**src/rtl/ddr_mode_pkg.sv**
```systemverilog
// Shared types for the mode register controller.
// Assumes a burst code of 1..3 and a latency code of 3'b010 or 3'b110 once decoded.
package ddr_mode_pkg;

    typedef enum logic [1:0] {
        LD_NORMAL = 2'd0,
        LD_DLLRST = 2'd1,
        LD_RESV   = 2'd2
    } ld_kind_e;

    typedef struct packed {
        logic [2:0] bl_code;
        logic       ilv;
        logic       cl25;
    } mode_cfg_t;

    localparam mode_cfg_t CFG_RESET = '{bl_code: 3'b010, ilv: 1'b0, cl25: 1'b0};

    // Converts a legal burst code to a beat count.
    function automatic logic [3:0] beats_of(input logic [2:0] code);
        case (code)
            3'b001:  beats_of = 4'd2;
            3'b011:  beats_of = 4'd8;
            default: beats_of = 4'd4;
        endcase
    endfunction

endpackage

```
**src/rtl/mrc_decode.sv**
```systemverilog
// Classifies a mode word as normal, DLL reset or reserved, and extracts its fields.
// Assumes that bits ADDR_W-1..7 carry the operating mode and bits 6..0 the settings.
module mrc_decode
    import ddr_mode_pkg::*;
#(
    parameter int ADDR_W = 14
) (
    input  logic [ADDR_W-1:0] lmr_addr,
    output ld_kind_e          kind,
    output mode_cfg_t         cfg
);
    localparam int UP_W = ADDR_W - 7;
    localparam logic [UP_W-1:0] UP_DLL = UP_W'(2);

    logic [UP_W-1:0] upper;
    logic            bl_ok;
    logic            cl_ok;

    assign upper = lmr_addr[ADDR_W-1:7];

    // Field checks and classification of the upper bits.
    always_comb begin
        bl_ok = (lmr_addr[2:0] == 3'b001) || (lmr_addr[2:0] == 3'b010) ||
                (lmr_addr[2:0] == 3'b011);
        cl_ok = (lmr_addr[6:4] == 3'b010) || (lmr_addr[6:4] == 3'b110);
        if (!bl_ok || !cl_ok)       kind = LD_RESV;
        else if (upper == '0)       kind = LD_NORMAL;
        else if (upper == UP_DLL)   kind = LD_DLLRST;
        else                        kind = LD_RESV;
        cfg.bl_code = lmr_addr[2:0];
        cfg.ilv     = lmr_addr[3];
        cfg.cl25    = lmr_addr[6];
    end

endmodule

```
**src/rtl/mrc_mode_reg.sv**
```systemverilog
// Holds the accepted settings and produces the error, DLL request and pending flags.
// Assumes kind and cfg_in come straight from the decoder for the current lmr_addr.
module mrc_mode_reg
    import ddr_mode_pkg::*;
(
    input  logic      clk,
    input  logic      rst_n,
    input  logic      lmr_valid,
    input  ld_kind_e  kind,
    input  mode_cfg_t cfg_in,
    output mode_cfg_t cfg_q,
    output logic      mode_err,
    output logic      dll_req,
    output logic      dll_pend
);

    // Update the settings and flags on each load command.
    always_ff @(posedge clk) begin
        if (!rst_n) begin
            cfg_q    <= CFG_RESET;
            mode_err <= 1'b0;
            dll_req  <= 1'b0;
            dll_pend <= 1'b0;
        end else begin
            mode_err <= 1'b0;
            dll_req  <= 1'b0;
            if (lmr_valid) begin
                case (kind)
                    LD_NORMAL: begin
                        cfg_q    <= cfg_in;
                        dll_pend <= 1'b0;
                    end
                    LD_DLLRST: begin
                        cfg_q    <= cfg_in;
                        dll_req  <= 1'b1;
                        dll_pend <= 1'b1;
                    end
                    default: mode_err <= 1'b1;
                endcase
            end
        end
    end


    resv_keeps_cfg_chk: assert property (@(posedge clk) disable iff (!rst_n)
        mode_err |-> $stable(cfg_q));


    err_dll_excl_chk: assert property (@(posedge clk) disable iff (!rst_n)
        !(mode_err && dll_req));


    dll_sets_pend_chk: assert property (@(posedge clk) disable iff (!rst_n)
        dll_req |-> dll_pend);


    pend_clear_chk: assert property (@(posedge clk) disable iff (!rst_n)
        $fell(dll_pend) |-> $past(lmr_valid && kind == LD_NORMAL));

endmodule

```
**src/rtl/mrc_rd_timer.sv**
```systemverilog
// Times the read-data-valid strobe from READ commands in half-cycle ticks.
// Assumes lat_half lies in 1..MAX_LAT and bl_beats is nonzero; settings stay steady while reads are in flight.
module mrc_rd_timer #(
    parameter int MAX_LAT = 5,
    parameter int BL_W    = 4
) (
    input  logic            clk,
    input  logic            rst_n,
    input  logic            rd_cmd,
    input  logic [2:0]      lat_half,
    input  logic [BL_W-1:0] bl_beats,
    output logic            rd_valid
);
    logic [MAX_LAT-1:0] sr;
    logic [BL_W-1:0]    cnt;
    logic               start;

    // Delay line: bit k is set k+1 ticks after a READ was sampled.
    always_ff @(posedge clk) begin
        if (!rst_n) sr <= '0;
        else        sr <= {sr[MAX_LAT-2:0], rd_cmd};
    end

    // Select the tap for the current latency.
    always_comb begin
        start = 1'b0;
        for (int i = 0; i < MAX_LAT; i++) begin
            if (i + 1 == int'(lat_half)) start = sr[i];
        end
    end

    // Burst counter: hold the strobe for one tick per beat.
    always_ff @(posedge clk) begin
        if (!rst_n) begin
            rd_valid <= 1'b0;
            cnt      <= '0;
        end else if (start) begin
            rd_valid <= 1'b1;
            cnt      <= bl_beats - BL_W'(1);
        end else if (rd_valid) begin
            if (cnt == '0) rd_valid <= 1'b0;
            else           cnt      <= cnt - BL_W'(1);
        end
    end


    idle_cnt_zero_chk: assert property (@(posedge clk) disable iff (!rst_n)
        !rd_valid |-> cnt == '0);


    no_spurious_valid_chk: assert property (@(posedge clk) disable iff (!rst_n)
        $rose(rd_valid) |-> $past(|sr));

endmodule

```
**src/rtl/ddr_mode_ctl.sv**
```systemverilog
// Top level: mode word decode, settings register, speed check and read strobe timing.
// Assumes clk runs at twice the memory clock and READs arrive on rising-edge ticks.
module ddr_mode_ctl
    import ddr_mode_pkg::*;
#(
    parameter int ADDR_W       = 14,
    parameter int FREQ_W       = 9,
    parameter int MAX_MHZ_CL2  = 133,
    parameter int MAX_MHZ_CL25 = 167,
    parameter int MAX_LAT      = 5
) (
    input  logic              clk,
    input  logic              rst_n,
    input  logic              lmr_valid,
    input  logic [ADDR_W-1:0] lmr_addr,
    input  logic              rd_cmd,
    input  logic [FREQ_W-1:0] freq_mhz,
    output logic [3:0]        burst_beats,
    output logic              burst_ilv,
    output logic [2:0]        cas_half,
    output logic              cas_frac,
    output logic              dll_rst_req,
    output logic              dll_rst_pend,
    output logic              mode_err,
    output logic              speed_err,
    output logic              rd_valid
);
    localparam logic [FREQ_W-1:0] LIM2  = FREQ_W'(MAX_MHZ_CL2);
    localparam logic [FREQ_W-1:0] LIM25 = FREQ_W'(MAX_MHZ_CL25);

    ld_kind_e  kind;
    mode_cfg_t cfg_new;
    mode_cfg_t cfg_q;

    mrc_decode #(.ADDR_W(ADDR_W)) u_dec (
        .lmr_addr (lmr_addr),
        .kind     (kind),
        .cfg      (cfg_new)
    );

    mrc_mode_reg u_reg (
        .clk      (clk),
        .rst_n    (rst_n),
        .lmr_valid(lmr_valid),
        .kind     (kind),
        .cfg_in   (cfg_new),
        .cfg_q    (cfg_q),
        .mode_err (mode_err),
        .dll_req  (dll_rst_req),
        .dll_pend (dll_rst_pend)
    );

    // Derive the visible settings and the frequency limit check.
    always_comb begin
        burst_beats = beats_of(cfg_q.bl_code);
        burst_ilv   = cfg_q.ilv;
        cas_frac    = cfg_q.cl25;
        cas_half    = cfg_q.cl25 ? 3'd5 : 3'd4;
        speed_err   = freq_mhz > (cfg_q.cl25 ? LIM25 : LIM2);
    end

    mrc_rd_timer #(.MAX_LAT(MAX_LAT), .BL_W(4)) u_tmr (
        .clk      (clk),
        .rst_n    (rst_n),
        .rd_cmd   (rd_cmd),
        .lat_half (cas_half),
        .bl_beats (burst_beats),
        .rd_valid (rd_valid)
    );


    legal_beats_chk: assert property (@(posedge clk) disable iff (!rst_n)
        $onehot(burst_beats) && !burst_beats[0]);

endmodule

```
**config.mk**
```make
export PLATFORM = sky130hd
export DESIGN_NAME = ddr_mode_ctl
export DESIGN_NICKNAME = d
export VERILOG_FILES = /design/src/rtl/ddr_mode_pkg.sv /design/src/rtl/mrc_decode.sv /design/src/rtl/mrc_mode_reg.sv /design/src/rtl/mrc_rd_timer.sv /design/src/rtl/ddr_mode_ctl.sv
export SDC_FILE = /design/constraint.sdc
export NUM_CORES = 1
export LEC_CHECK = 0
export ABC_AREA = 1
export CAP_MARGIN = 20
export CORE_UTILIZATION = 66
export CTS_CLUSTER_SIZE = 12
export DETAILED_ROUTE_END_ITERATION = 16
export DONT_BUFFER_PORTS = 1
export PLACE_DENSITY = 0.88
export REMOVE_ABC_BUFFERS = 1
export SETUP_SLACK_MARGIN = 0.3
export SLEW_MARGIN = 30
export SYNTH_ARGS = -nofsm -noshare
export SYNTH_HDL_FRONTEND = slang
export SYNTH_HIERARCHICAL = 1
export SYNTH_SLANG_ARGS = --single-unit
```
**constraint.sdc**
```tcl
create_clock -name clk -period 3.7 [get_ports clk]
set_input_delay 0.37 -clock clk [delete_from_list [all_inputs] [get_ports clk]]
set_output_delay 0.37 -clock clk [all_outputs]
set_load 0.005 [all_outputs]
```
==> impl_metrics.json <==
{
  "grt_antenna_before_repair": 0,
  "grt_pass1_vias": 900,
  "dieArea_sq_um": 1920,
  "start_util_pct": 73.3,
  "fin_nets": 215,
  "via_per_inst": 5.07,
  "peakVddDrop_v": 0.000248,
  "rsz0062_at_grt": "no",
  "drc": 1,
  "postPlaceCellArea_sq_um": 1110,
  "die_x_microns": 43.9,
  "grt-ovfl-total": 0,
  "coreArea_sq_um": 1580,
  "period_share_pct": 54.0,
  "syn2layout_area_growth_pct": -1.08,
  "synth.distinct_cells": 21,
  "vias": 1014,
  "mostFrequentLayoutCells": "nand2_1, inv_1, nor2_1, dfxtp_1, nand3_1",
  "power_density_nw_per_um2": 343,
  "drt_wl_total_mm": 2.01,
  "first_pass_iters": 10,
  "grt_pass1_wl_mm": 3.38,
  "grt_usage_pct": 23.3,
  "cts_max_level": 1,
  "yosysTopAreaCellShare_pct": 31.2,
  "cp.arrival_ns": 1.63,
  "clk_pin_slew_ns": 0.10,
  "seqCellArea_sq_um": 360,
  "ctsLongestPathBuffers": 2,
  "cts_sinks": 18,
  "crit_path_max_fanout": 9,
  "hpwl_mm": 1.59,
  "multi_input_area_sq_um": 573,
  "std_cell_rows": 14,
  "drv_slew": 0,
  "hold_class": "in2reg",
  "fin_worst_skew_ns": 0.00723,
  "syn_area_sq_um": 1160,
  "final_common_cell": "nand2_1",
  "ys_seq_area_share_pct": 31.2,
  "grt_max_degree": 19,
  "postSynthAreaPerCell_sq_um": 6.25,
  "die_h_microns": 43.9,
  "synth-seq-cells": 18,
  "cts-resized-gates": 0,
  "netlist.top_cell.by_area": "dfxtp_1",
  "violations": "DRC",
  "p_leak_nw": 0.627,
  "wire_per_inst_microns": 10.0,
  "hold_viol_final": 0,
  "antenna_left": 0,
  "cap_viol_max_count": 0,
  "synthTopCellsByArea": "dfxtp_1, nand2_1, inv_1",
  "status": "complete, but fails checks",
  "required_ns": 3.33,
  "drive_gt1_share_pct": 9.24,
  "ff2ff_path_depth": 10,
  "diodes": 0,
  "ios": 41,
  "ctsRootBufferMaster": "clkbuf_4",
  "start_kind": "flop",
  "setup_viol": 0,
  "setup_tns_ns": 0,
  "final_area_sq_um": 1140,
  "max_freq_mhz": 500,
  "min_delay_path_depth": 1,
  "place.gp.congestion": 0.792,
  "clkLatencyLatePin_ns": 0.29,
  "drt_iter0_drc": 52,
  "ys_warn_count": 6,
  "cts_buffers": 3,
  "fillers": 148,
  "numPortBuffers": 0,
  "post-cts-setup-buffers": 0,
  "cp-end-kind": "primary output",
  "hold_buffers": 0,
  "layout_min_cycle_time_ns": 2.00,
  "synthesis.instances": 185,
  "cts_tree": "yes",
  "worstSetupPathType": "reg2out"
}
==> report_power, final <==
group | internal, W | total [W] | switching, W | leakage, nW
registers | 0.000203 | 0.000207 | 0.00000408 | 0.147
logic | 0.0000256 | 0.0000689 | 0.0000433 | 0.459
clock network | 0.0000599 | 0.000116 | 0.0000566 | 0.0210
total | 0.000288 | 0.000392 | 0.000104 | 0.627
==> area by class of cell <==
cell class,instances,area share (%)
Inverter,41,13.5
Tap cell,16,1.75
Sequential cell,18,31.5
Clock buffer,4,3.17
Multi-Input combinational cell,121,50.1
==> kinds of logic after synthesis <==
logic type,after synthesis,share of synthesized area [%]
and+or+nand+nor,101,39.7
buffers and inverters,53,21.5
DFF,18,31.2
AOI/OAI and AO/OA,8,3.68
adders and majority gates,3,3.25
other,2,0.650
==> final timing paths <==
check	from	to	slack (ns)
hold / removal	rst_n	u_reg/cfg_q[3]$_SDFFE_PN1P_	0.16
setup reg to reg	u_reg/cfg_q[0]$_SDFFE_PN0P_	u_tmr/cnt[2]$_SDFFE_PN0P_	1.98
hold reg to reg	u_tmr/sr[3]$_SDFF_PN0_	u_tmr/sr[4]$_SDFF_PN0_	0.43
setup / recovery	u_reg/cfg_q[0]$_SDFFE_PN0P_	speed_err	1.70
==> synth_stat cells <==
| library cell | n |
|---|---|
| ha_1 | 3 |
| buf_4 | 9 |
| nand3_1 | 16 |
| buf_6 | 2 |
| nand4_1 | 6 |
| o31ai_1 | 1 |
| inv_2 | 4 |
| nand3_4 | 1 |
| dfxtp_1 | 18 |
| inv_1 | 37 |
| buf_2 | 1 |
| nand2_1 | 44 |
| a21oi_1 | 4 |
| nand2_2 | 6 |
| conb_1 | 2 |
| or2_0 | 1 |
| nor2_4 | 1 |
| o21ai_1 | 2 |
| o21ai_0 | 1 |
| nor2_1 | 25 |
| nand3_2 | 1 |
==> routing by layer <==
layer	global-route usage [%]	vias up	wire, microns
li1	-	535	-
met1	25.4	435	804
met2	43.0	42	1030
met3	6.67	2	164
met4	7.88	0	10
met5	0	-	0
==> flip-flops by register name, summed over array words and instances, names as in the netlist <==
name and count:
u_tmr/cnt 4, u_reg/cfg_q 5, u_tmr/rd_valid 1, u_tmr/sr 5, u_reg/dll_pend 1, u_reg/mode_err 1
u_reg/dll_req 1
==> worst max-delay path, cell delays in order, from the launching register on <==
cell	delay, ns
dfxtp_1	0.53
inv_1	0.12
ha_1	0.32
nand2_1	0.05
nor2_1	0.09
nand2_1	0.05
a21oi_1	0.19
==> stage by stage <==
step	hold WS, ns	power [W]	instances	util, %	worst slack, ns
after global placement	0.410	0.000275	196	70.2	2.09
after global routing	0.155	0.000416	200	72.5	1.57
final	0.161	0.000392	200	72.5	1.70
after floorplan	0.407	0.000268	180	-	2.16
after detailed placement	0.425	0.000278	196	70.2	2.01
after CTS	0.158	0.000393	200	72.5	1.69
Note: power is estimated with default switching activity, not from simulation.
